File: src/rtl/spi_gw_pkg.sv
package spi_gw_pkg;
  localparam int unsigned SPI_BYTE_W = 8;
  localparam int unsigned SPI_ADDR_W = 7;
  typedef logic [SPI_BYTE_W-1:0] spi_byte_t;
endpackage

File: src/rtl/spi_gw_sync.sv
module spi_gw_sync #(
  parameter int unsigned W = 3,
  parameter logic [W-1:0] RST_VAL = '0
) (
  input  logic         clk_i,
  input  logic         rst_ni,
  input  logic [W-1:0] d_i,
  output logic [W-1:0] q_o
);
  for (genvar g = 0; g < W; g++) begin : g_bit
    logic s1_q, s2_q;
    always_ff @(posedge clk_i or negedge rst_ni) begin
      if (!rst_ni) begin
        s1_q <= RST_VAL[g];
        s2_q <= RST_VAL[g];
      end else begin
        s1_q <= d_i[g];
        s2_q <= s1_q;
      end
    end
    assign q_o[g] = s2_q;
  end
endmodule

File: src/rtl/spi_gw_shift.sv
module spi_gw_shift #(
  parameter int unsigned DW = 8
) (
  input  logic          clk_i,
  input  logic          rst_ni,
  input  logic          active_i,
  input  logic          rise_i,
  input  logic          fall_i,
  input  logic          mosi_i,
  input  logic [DW-1:0] load_i,
  output logic          byte_valid_o,
  output logic          byte_first_o,
  output logic [DW-1:0] byte_o,
  output logic          miso_o
);
  localparam int unsigned CNT_W = $clog2(DW);
  localparam logic [CNT_W-1:0] LAST = CNT_W'(DW - 1);

  logic [CNT_W-1:0] cnt_q;
  logic [DW-1:0]    rx_q, tx_q;
  logic             first_q, ld_pend_q;

  always_ff @(posedge clk_i or negedge rst_ni) begin
    if (!rst_ni) begin
      cnt_q        <= '0;
      rx_q         <= '0;
      tx_q         <= '0;
      first_q      <= 1'b1;
      ld_pend_q    <= 1'b0;
      byte_valid_o <= 1'b0;
      byte_first_o <= 1'b0;
      byte_o       <= '0;
    end else if (!active_i) begin
      cnt_q        <= '0;
      tx_q         <= '0;
      first_q      <= 1'b1;
      ld_pend_q    <= 1'b0;
      byte_valid_o <= 1'b0;
    end else begin
      byte_valid_o <= 1'b0;
      if (rise_i) begin
        rx_q  <= {rx_q[DW-2:0], mosi_i};
        cnt_q <= (cnt_q == LAST) ? '0 : cnt_q + 1'b1;
        if (cnt_q == LAST) begin
          byte_valid_o <= 1'b1;
          byte_first_o <= first_q;
          byte_o       <= {rx_q[DW-2:0], mosi_i};
          first_q      <= 1'b0;
          ld_pend_q    <= 1'b1;
        end
      end
      if (fall_i) begin
        // next outgoing byte is fetched only after the address is updated
        if (ld_pend_q) begin
          tx_q      <= load_i;
          ld_pend_q <= 1'b0;
        end else begin
          tx_q <= {tx_q[DW-2:0], 1'b0};
        end
      end
    end
  end

  assign miso_o = tx_q[DW-1];
endmodule

File: src/rtl/spi_gw_fifo.sv
module spi_gw_fifo #(
  parameter int unsigned DW    = 8,
  parameter int unsigned DEPTH = 64,
  localparam int unsigned PTR_W = $clog2(DEPTH),
  localparam int unsigned CNT_W = $clog2(DEPTH + 1)
) (
  input  logic             clk_i,
  input  logic             rst_ni,
  input  logic             clr_i,
  input  logic             push_i,
  input  logic [DW-1:0]    din_i,
  input  logic             pop_i,
  output logic [DW-1:0]    head_o,
  output logic             empty_o,
  output logic [CNT_W-1:0] cnt_o,
  output logic             ovf_o
);
  localparam logic [PTR_W-1:0] PTR_LAST = PTR_W'(DEPTH - 1);
  localparam logic [CNT_W-1:0] CNT_FULL = CNT_W'(DEPTH);

  logic [DW-1:0]    mem_q [DEPTH];
  logic [PTR_W-1:0] wr_ptr_q, rd_ptr_q;
  logic             full, do_push, do_pop;

  assign full    = (cnt_o == CNT_FULL);
  assign empty_o = (cnt_o == '0);
  assign do_push = push_i && !full && !clr_i;
  assign do_pop  = pop_i && !empty_o && !clr_i;
  assign head_o  = mem_q[rd_ptr_q];

  always_ff @(posedge clk_i or negedge rst_ni) begin
    if (!rst_ni) begin
      wr_ptr_q <= '0;
      rd_ptr_q <= '0;
      cnt_o    <= '0;
      ovf_o    <= 1'b0;
    end else if (clr_i) begin
      wr_ptr_q <= '0;
      rd_ptr_q <= '0;
      cnt_o    <= '0;
      ovf_o    <= 1'b0;
    end else begin
      if (do_push) wr_ptr_q <= (wr_ptr_q == PTR_LAST) ? '0 : wr_ptr_q + 1'b1;
      if (do_pop)  rd_ptr_q <= (rd_ptr_q == PTR_LAST) ? '0 : rd_ptr_q + 1'b1;
      if (do_push && !do_pop)      cnt_o <= cnt_o + 1'b1;
      else if (do_pop && !do_push) cnt_o <= cnt_o - 1'b1;
      if (push_i && full) ovf_o <= 1'b1;
    end
  end

  always_ff @(posedge clk_i) begin
    if (do_push) mem_q[wr_ptr_q] <= din_i;
  end
endmodule

File: src/rtl/spi_reg_gateway.sv
module spi_reg_gateway
  import spi_gw_pkg::*;
#(
  parameter int unsigned ADDR_W     = SPI_ADDR_W,
  parameter int unsigned DW         = SPI_BYTE_W,
  parameter int unsigned FIFO_DEPTH = 64,
  parameter int unsigned CTRL_ADDR  = 8,
  parameter int unsigned CLR_BIT    = 1
) (
  input  logic clk_i,
  input  logic rst_ni,
  input  logic sck_i,
  input  logic csn_i,
  input  logic mosi_i,
  output logic miso_o,
  output logic fifo_ovf_o
);
  localparam int unsigned NREG   = 2 ** ADDR_W;
  localparam logic [ADDR_W-1:0] GATE = ADDR_W'(NREG - 1);
  localparam int unsigned FCNT_W = $clog2(FIFO_DEPTH + 1);

  logic [2:0] pin_s;
  logic       sck_s, csn_s, mosi_s, sck_d_q;
  logic       active, rise, fall;

  spi_gw_sync #(.W(3), .RST_VAL(3'b010)) u_sync (
    .clk_i (clk_i),
    .rst_ni(rst_ni),
    .d_i   ({mosi_i, csn_i, sck_i}),
    .q_o   (pin_s)
  );
  assign {mosi_s, csn_s, sck_s} = pin_s;

  always_ff @(posedge clk_i or negedge rst_ni) begin
    if (!rst_ni) sck_d_q <= 1'b0;
    else         sck_d_q <= sck_s;
  end

  assign active = !csn_s;
  assign rise   = sck_s && !sck_d_q;
  assign fall   = !sck_s && sck_d_q;

  logic          bv, bfirst, tx_bit;
  logic [DW-1:0] rx_byte, rd_byte;

  spi_gw_shift #(.DW(DW)) u_shift (
    .clk_i       (clk_i),
    .rst_ni      (rst_ni),
    .active_i    (active),
    .rise_i      (rise),
    .fall_i      (fall),
    .mosi_i      (mosi_s),
    .load_i      (rd_byte),
    .byte_valid_o(bv),
    .byte_first_o(bfirst),
    .byte_o      (rx_byte),
    .miso_o      (tx_bit)
  );

  logic [ADDR_W-1:0]         addr_q, addr_nxt;
  logic                      is_wr_q, data_bv, reg_we;
  logic [NREG-1:0][DW-1:0]   regs_q;

  assign data_bv  = bv && !bfirst;
  assign addr_nxt = (addr_q == GATE) ? GATE : addr_q + 1'b1;
  assign reg_we   = data_bv && is_wr_q && (addr_q != GATE);

  always_ff @(posedge clk_i or negedge rst_ni) begin
    if (!rst_ni) begin
      addr_q  <= '0;
      is_wr_q <= 1'b0;
    end else if (bv && bfirst) begin
      addr_q  <= rx_byte[ADDR_W-1:0];
      is_wr_q <= rx_byte[DW-1];
    end else if (data_bv) begin
      addr_q  <= addr_nxt;
    end
  end

  always_ff @(posedge clk_i or negedge rst_ni) begin
    if (!rst_ni)     regs_q         <= '0;
    else if (reg_we) regs_q[addr_q] <= rx_byte;
  end

  logic                fifo_push, fifo_pop, fifo_clr, fifo_empty;
  logic [DW-1:0]       fifo_head;
  logic [FCNT_W-1:0]   fifo_cnt;

  assign fifo_push = data_bv && is_wr_q && (addr_q == GATE);
  assign fifo_pop  = data_bv && !is_wr_q && (addr_q == GATE);
  assign fifo_clr  = regs_q[CTRL_ADDR][CLR_BIT];

  spi_gw_fifo #(.DW(DW), .DEPTH(FIFO_DEPTH)) u_fifo (
    .clk_i  (clk_i),
    .rst_ni (rst_ni),
    .clr_i  (fifo_clr),
    .push_i (fifo_push),
    .din_i  (rx_byte),
    .pop_i  (fifo_pop),
    .head_o (fifo_head),
    .empty_o(fifo_empty),
    .cnt_o  (fifo_cnt),
    .ovf_o  (fifo_ovf_o)
  );

  always_comb begin
    if (addr_q == GATE) rd_byte = fifo_empty ? '0 : fifo_head;
    else                rd_byte = regs_q[addr_q];
  end

  assign miso_o = tx_bit;
endmodule

File: config.mk
export PLATFORM = sky130hd
export DESIGN_NAME = spi_reg_gateway
export DESIGN_NICKNAME = d
export VERILOG_FILES = /design/src/rtl/spi_gw_pkg.sv /design/src/rtl/spi_gw_sync.sv /design/src/rtl/spi_gw_shift.sv /design/src/rtl/spi_gw_fifo.sv /design/src/rtl/spi_reg_gateway.sv
export SDC_FILE = /design/constraint.sdc
export NUM_CORES = 2
export LEC_CHECK = 0
export BUFFER_PORTS_ARGS = -buffer_cell sky130_fd_sc_hd__buf_4
export CORE_ASPECT_RATIO = 1.5
export CORE_MARGIN = 8
export CORE_UTILIZATION = 50
export CTS_CLUSTER_DIAMETER = 40
export CTS_CLUSTER_SIZE = 25
export DETAILED_ROUTE_END_ITERATION = 7
export PLACE_DENSITY = 0.65
export SYNTH_ARGS = -nofsm -noshare
export SYNTH_HDL_FRONTEND = slang
export SYNTH_HIERARCHICAL = 1
export SYNTH_SLANG_ARGS = --single-unit
File: constraint.sdc
create_clock -name clk_i -period 4.44 [get_ports clk_i]
set_input_delay 0.666 -clock clk_i [delete_from_list [all_inputs] [get_ports clk_i]]
set_output_delay 0.666 -clock clk_i [all_outputs]
set_load 0.05 [all_outputs]
Word level (Yosys, flattened, before mapping). Memory sizes are Yosys's and may differ from the RTL's. Cells that the tools add are included.

RAM bits: 512. Input port bits: 5. Bits in registers: 1089. Logic and storage cells: 243. Memories kept: 1.

Equality and inequality tests: 6. Reduce and logical (&&, ||, !) cells: 38. Magnitude comparators: 2. Bitwise gates (word level): 1. Add/subtract/negate cells: 6. Multiplexer cells: 40.

Memory list: u_fifo.mem_q (words 64, width 8, rd ports 1, clocked after memory_dff 0, write ports 1, line spi_gw_fifo.sv:21) `logic [DW-1:0] mem_q [DEPTH];`.

Operators with widths (number): 1024-bit bitwise mux (1); 8-bit binary-select mux with 7-bit select (1); 8-bit demux with 7-bit select (1); 8-bit two-way mux (7); 7-bit two-way mux (6); 6-bit two-way mux (6); 1-bit logical AND (17); 1-bit two-way mux (15); 7-bit by 1-bit adder with 7-bit output (second input constant) (2); 7-bit equality test (second input constant) (2); 2-bit nonzero test (7); 6-bit by 1-bit adder with 6-bit output (second input constant) (2); 6-bit equality test (second input constant) (2); 1-bit logical NOT (9); 3-bit two-way mux (3); 7-bit by 8-bit < comparator with 1-bit output (second input constant) (1); 7-bit by 1-bit >= comparator with 1-bit output (second input constant) (1); 7-bit logical NOT (1); 7-bit != test (second input constant) (1); 7-bit by 1-bit subtractor with 7-bit output (second input constant) (1); 2-bit AND reduction (2); 3-bit by 1-bit adder with 3-bit output (second input constant) (1); 3-bit equality test (second input constant) (1); 3-bit AND reduction (1); other kinds (2) (2).

Logic depth before layout (Yosys ltp).
Word-level depth: 11. Gate-level depth with buffers: 18. Gate-level depth less buffers: 17.

Hierarchy. Netlist, hierarchy kept.

By module, submodules not included: spi_reg_gateway (times used 1, seq. area each 25849.8 µm², cells each 3603, area each 47450.5 µm²); spi_gw_fifo (times used 1, seq. area each 15875.2 µm², cells each 1034, area each 20885.0 µm²); spi_gw_shift (times used 1, seq. area each 752.0 µm², cells each 91, area each 1255.0 µm²); spi_gw_sync (times used 1, seq. area each 152.6 µm², cells each 9, area each 175.2 µm²).

Least setup slack after synthesis. OpenSTA, ideal clock, no wires.

Kind: reg2reg. Start: reg addr_q[1]. End: reg u_fifo.cnt_o[6]. Required time: 4315 ps. Slack: 620 ps. Arrival time: 3695 ps. Period minus slack after synthesis: 3820 ps. Cell stages (with the launch flop): 17. Buffers on the path: 2. Path through: dfrtp_1 -> ha_1 -> and3_1 -> and3_1 -> clkbuf_1 -> and3_1 -> inv_1 -> a31oi_1 -> clkbuf_1 -> nand2_1 -> ha_1 -> nor2b_1 -> nor3_1 -> o21bai_1 -> a21oi_1 -> mux2i_1 -> mux2_2.

RTL lines: start, declared (line spi_reg_gateway.sv:60) `logic [ADDR_W-1:0] addr_q, addr_nxt;`; start signal, assigned (line spi_reg_gateway.sv:73) `addr_q <= rx_byte[ADDR_W-1:0];`; start signal, assigned (line spi_reg_gateway.sv:76) `addr_q <= addr_nxt;`; 7-bit equality test * (line spi_reg_gateway.sv:89) `assign fifo_push = data_bv && is_wr_q && (addr_q == GATE);`; 1-bit logical AND * (line spi_reg_gateway.sv:89); named net fifo_push (line spi_reg_gateway.sv:85) `logic fifo_push, fifo_pop, fifo_clr, fifo_empty;`; 1-bit logical AND * (2 in a row) (line spi_gw_fifo.sv:27) `assign do_push = push_i && !full && !clr_i;`; 1-bit logical AND or 1-bit logical NOT (tied branches) (line spi_gw_fifo.sv:45, spi_gw_fifo.sv:46); 7-bit two-way mux or 1-bit logical AND (tied branches) (line spi_gw_fifo.sv:45, spi_gw_fifo.sv:46); 7-bit two-way mux or 3-bit nonzero test (tied branches); end signal, assigned (line spi_gw_fifo.sv:45) `if (do_push && !do_pop) cnt_o <= cnt_o + 1'b1;`; end signal, assigned (line spi_gw_fifo.sv:46) `else if (do_pop && !do_push) cnt_o <= cnt_o - 1'b1;`; end, declared (line spi_gw_fifo.sv:15) `output logic [CNT_W-1:0] cnt_o,`.

The timed path passes the listed nets; every way through them passes the cells marked *. A chain may end at the register's enable or synchronous reset.

Worst setup path in the final report.
Start: reg addr_q[1]. End: reg u_shift.tx_q[5].

Word-level cells in the longest chain between the ends: 6.

RTL lines: 8-bit binary-select mux with 7-bit select (line spi_reg_gateway.sv:108) `else rd_byte = regs_q[addr_q];`; 8-bit two-way mux (not written as such) (line spi_reg_gateway.sv:108); 8-bit two-way mux * (line spi_reg_gateway.sv:107) `if (addr_q == GATE) rd_byte = fifo_empty ? '0 : fifo_head;`; named net rd_byte[5] (line spi_reg_gateway.sv:44) `logic [DW-1:0] rx_byte, rd_byte;`; 8-bit two-way mux * (line spi_gw_shift.sv:54) `if (ld_pend_q) begin`; 8-bit two-way mux * (line spi_gw_shift.sv:52) `if (fall_i) begin`; 8-bit two-way mux * (line spi_gw_shift.sv:33) `end else if (!active_i) begin`; end signal, assigned (line spi_gw_shift.sv:55) `tx_q <= load_i;`; end signal, assigned (line spi_gw_shift.sv:58) `tx_q <= {tx_q[DW-2:0], 1'b0};`; end, declared (line spi_gw_shift.sv:20) `logic [DW-1:0] rx_q, tx_q;`.

The timed path passes the listed nets; every way through them passes the cells marked *. The select of a mux whose other input is x is not followed.

==> results.md <==
- CP max stage delay: 780 ps
- Via count: 43.80k
- Worst Path Buf+Inv: 1
- WL final: 209900 um
- Status: complete, but fails checks
- Crit start category: register
- Routability congestion estimate: 0.9458
- Post-Route Utilization: 0.5616
- Most used cell, CP: a21oi_1
- Clock Skews: 32.69 ps
- Areal power density over the cells: 375.1 mW/mm^2
- Worst-path fanout max: 63
- Footprint of the multi-input gates: 0.02546 sq mm
- Part of the Yosys area used for sequential elements: 0.6110
- Flops & latches, synth: 1601
- Hold Crit Depth: 0
- RSZ-0062 raised after global routing: no
- Worst-Skew Late Latency: 810 ps
- Drt via density: 6.486
- Hold Path Class: register to register
- Cell family with most CP delay: simple AND/OR/NAND/NOR gates
- Fraction of layout cells with a size suffix above 1: 0.3720
- Clock share of power: 0.472
- Initial DRC count: 4117
- Syn Area/Cell: 14.73 sq um
- TritonRoute pass-1 iters: 6
- Final Max Tran Viols: 0
- # fillers: 11.20k
- Number of global-route vias before repair: 44.53k
- Hold endpoint: u_sync/g_bit[2].s2_q
- Worst r2r dst: u_shift/tx_q[5]
- Wire per inst: 31.08 um
- Maximum VDD drop: 0.4355 mV
- Root Buffer: clkbuf_16
- Post-DRT Antenna Nets: 0
- Setup Buffers After CTS: 0
- R2r worst-path depth: 9
- Inserted Clock Buffers: 146
- Reg2Reg Setup Slack: -200 ps
- Longest Clk Path Bufs: 3
- Final net count: 4771
- CP arrival: 5270 ps
- Final period util: 1.044
- Combinational share of power: 0.010
- GRT Overall Usage: 0.2744
- Syn Inst Count: 4737
- Post-synth EDFFs: 512
- Synth Warn #: 6
- First-pass GRT wire length: 310000 um
- CP max stage cell: o21ai_0
- Clk sink count: 1601
- Core footprint: 0.1392 sq mm
- Critical Path Sink Type: register
- Worst Tran Pin Value: 1196 ps
- Leakage: 32.51 nW
- Flop pwr share: 0.518
- H-Tree Depth: 4
- PortBufs: 6
- CP Class: register to register
- GRT overflow: 0
- Hold Crit Start: u_sync/g_bit[2].s1_q
- Largest net degree at the start of global routing: 150
- Area Overhead vs Synth: 12.02%
- Final setup vio count: 1
- IO Pins: 7
- Post-CTS sizing: 0
- # rows: 168
- Final hold violations: 0
- Pwr Total: 0.02931 W
- Slew margin rel.: 0.1989
- DIE WIDTH: 321.0 um
- Fin crit period: 4636 ps
- Failing checks: setup timing
- Fmax: 0.2157 GHz
- Required time worst endpoint: 5080 ps
- DIE HEIGHT: 473.5 um
- Synth unique cells: 87
- Crit-path cells: buf_12, and2_1, a21oi_1, a21oi_1, o21ai_0, nand4_1, or4_1, mux2i_1, a21oi_1
- Setup TNS: -195.7 ps
- Post-detail-place hpwl: 135800 um
- Clock transition at path regs: 80 ps
- Psw: 0.006535 W
- Most common cell after layout, fill and taps aside: dfrtp_1
- Setup ws final: -195.7 ps
- Int Power: 0.02278 W
- Async SR Flop Fraction: 0.6802
- Hold slack final: 357.0 ps
- Max-cap violations: 0
- Sw Ratio: 0.2229
- Ys flop type: dfrtp_1
- Start of the worst register-to-register path: addr_q[1]
- Starting density of the core: 0.5014
- Commonest non-fill, non-tap cells in the layout: dfrtp_1, mux2_2, edfxtp_1
- DRC errors left: 0
- Total area of sequential cells: 0.04268 sq mm
- Full die area: 0.1520 sq mm
- CTS tree: built
- Initial antenna violation count: 6
- Syn_nets: 4754
- Synth Cell Area: 0.06977 sq mm
-- logic make-up after synthesis --
kind of cell | share of synthesized area
compound gates | 0.08569
xor+xnor | 0.0007534
fa+ha+maj | 0.002260
buf+inv | 0.02505
flops | 0.6110
mux | 0.2350
simple gates | 0.04017
-- sequential cells by signal, summed over array words and instances (netlist names) --
| signal | flops |
|---|---|
| u_shift/first_q | 1 |
| u_sync/g_bit.s2_q | 3 |
| u_shift/byte_valid_o | 1 |
| fifo_clr | 1 |
| u_fifo/cnt_o | 7 |
| u_fifo/rd_ptr_q | 6 |
| u_shift/tx_q | 8 |
| is_wr_q | 1 |
| u_shift/cnt_q | 3 |
| u_shift/byte_o | 8 |
| u_shift/rx_q | 7 |
| u_sync/g_bit.s1_q | 3 |
| u_shift/ld_pend_q | 1 |
| u_shift/byte_first_o | 1 |
| addr_q | 7 |
| regs_q | 1023 |
| sck_d_q | 1 |
| u_fifo/ovf_o | 1 |
| u_fifo/mem_q | 512 |
| u_fifo/wr_ptr_q | 6 |
-- cells in the mapped netlist (13+ instances only) --
| cell type | instances | area share |
|---|---|---|
| nor3_1 | 30 | 0.0022 |
| inv_1 | 14 | 0.00075 |
| mux2_2 | 1063 | 0.17 |
| o21ai_0 | 95 | 0.0068 |
| o31ai_1 | 13 | 0.0014 |
| a222oi_1 | 27 | 0.0039 |
| o221ai_1 | 16 | 0.0020 |
| nor2_2 | 43 | 0.0039 |
| a22o_1 | 32 | 0.0040 |
| o22ai_1 | 33 | 0.0030 |
| mux4_2 | 146 | 0.047 |
| nand2_1 | 177 | 0.0095 |
| nor2b_1 | 23 | 0.0021 |
| edfxtp_1 | 512 | 0.22 |
| a21o_1 | 30 | 0.0032 |
| a21oi_1 | 131 | 0.0094 |
| a22oi_1 | 74 | 0.0080 |
| mux2i_1 | 110 | 0.016 |
| dfrtp_1 | 1086 | 0.39 |
| buf_2 | 106 | 0.0076 |
| nand3_1 | 35 | 0.0025 |
| buf_1 | 39 | 0.0021 |
| clkbuf_1 | 192 | 0.010 |
| a221oi_1 | 244 | 0.031 |
| nor2_1 | 213 | 0.011 |
| buf_4 | 20 | 0.0022 |
-- through the flow --
step                      area (sq um)  std cells  setup slack, ps
after floorplan                  69770       4737            620.1
after global placement           72810       6472            241.5
after detailed placement         72810       6472            234.7
after CTS                        78140       6749            229.9
after global routing             78150       6751            16.90
final                            78150       6753           -195.7
-- final cells by class --
type	instances	share of cell area
multi-input combinational	2748	0.3258
sequential	1601	0.5461
clock buffer	164	0.04947
clock inverter	109	0.01822
antenna	4	0.0001281
tap	1870	0.02994
timing repair buffer	238	0.02933
inverter	19	0.0009766
-- power groups by stage --
stage,combinational (W),sequential (W),clock (W)
detailed placement,0.000288,0.0155,0
finish,0.000279,0.0152,0.0138
CTS,0.000292,0.0152,0.0141
floorplan,0.0000405,0.0155,0
global route,0.000324,0.0152,0.0146
global placement,0.000283,0.0155,0
-- how the worst max path moves through the flow --
| stage | from | to | depth (start not counted) | slack, ps |
|---|---|---|---|---|
| detailed placement | addr_q[1] | u_shift/tx_q[5] | 9 | 230 |
| CTS | addr_q[1] | u_shift/tx_q[5] | 9 | 230 |
| finish | addr_q[1] | u_shift/tx_q[5] | 9 | -200 |
| global route | addr_q[1] | u_shift/tx_q[5] | 9 | 20 |
| global placement | addr_q[1] | u_shift/tx_q[5] | 9 | 240 |
| floorplan | addr_q[1] | u_fifo/cnt_o[6] | 16 | 620 |
-- metal layers --
layer,GRT usage,up-vias,routed length (um)
li1,-,18270,-
met1,0.3258,23110,77170
met2,0.4524,1801,102800
met3,0.04717,616,12670
met4,0.1949,0,17300
met5,0,-,0
-- what timing repair did --
item                                    in CTS  in global routing
endpoints found under the setup margin       0                  0
hold buffers                                 4                  0
endpoints found under the hold margin       55                  0
-- worst reg2reg max path, cell delays in order, from the launching register on --
cell     delay [ps]
dfrtp_4         490
buf_12          210
and2_1          720
a21oi_1         660
a21oi_1         160
o21ai_0         780
nand4_1         610
or4_1           590
mux2i_1         150
a21oi_1         100
No activity file was read; power rests on OpenSTA's default activity.
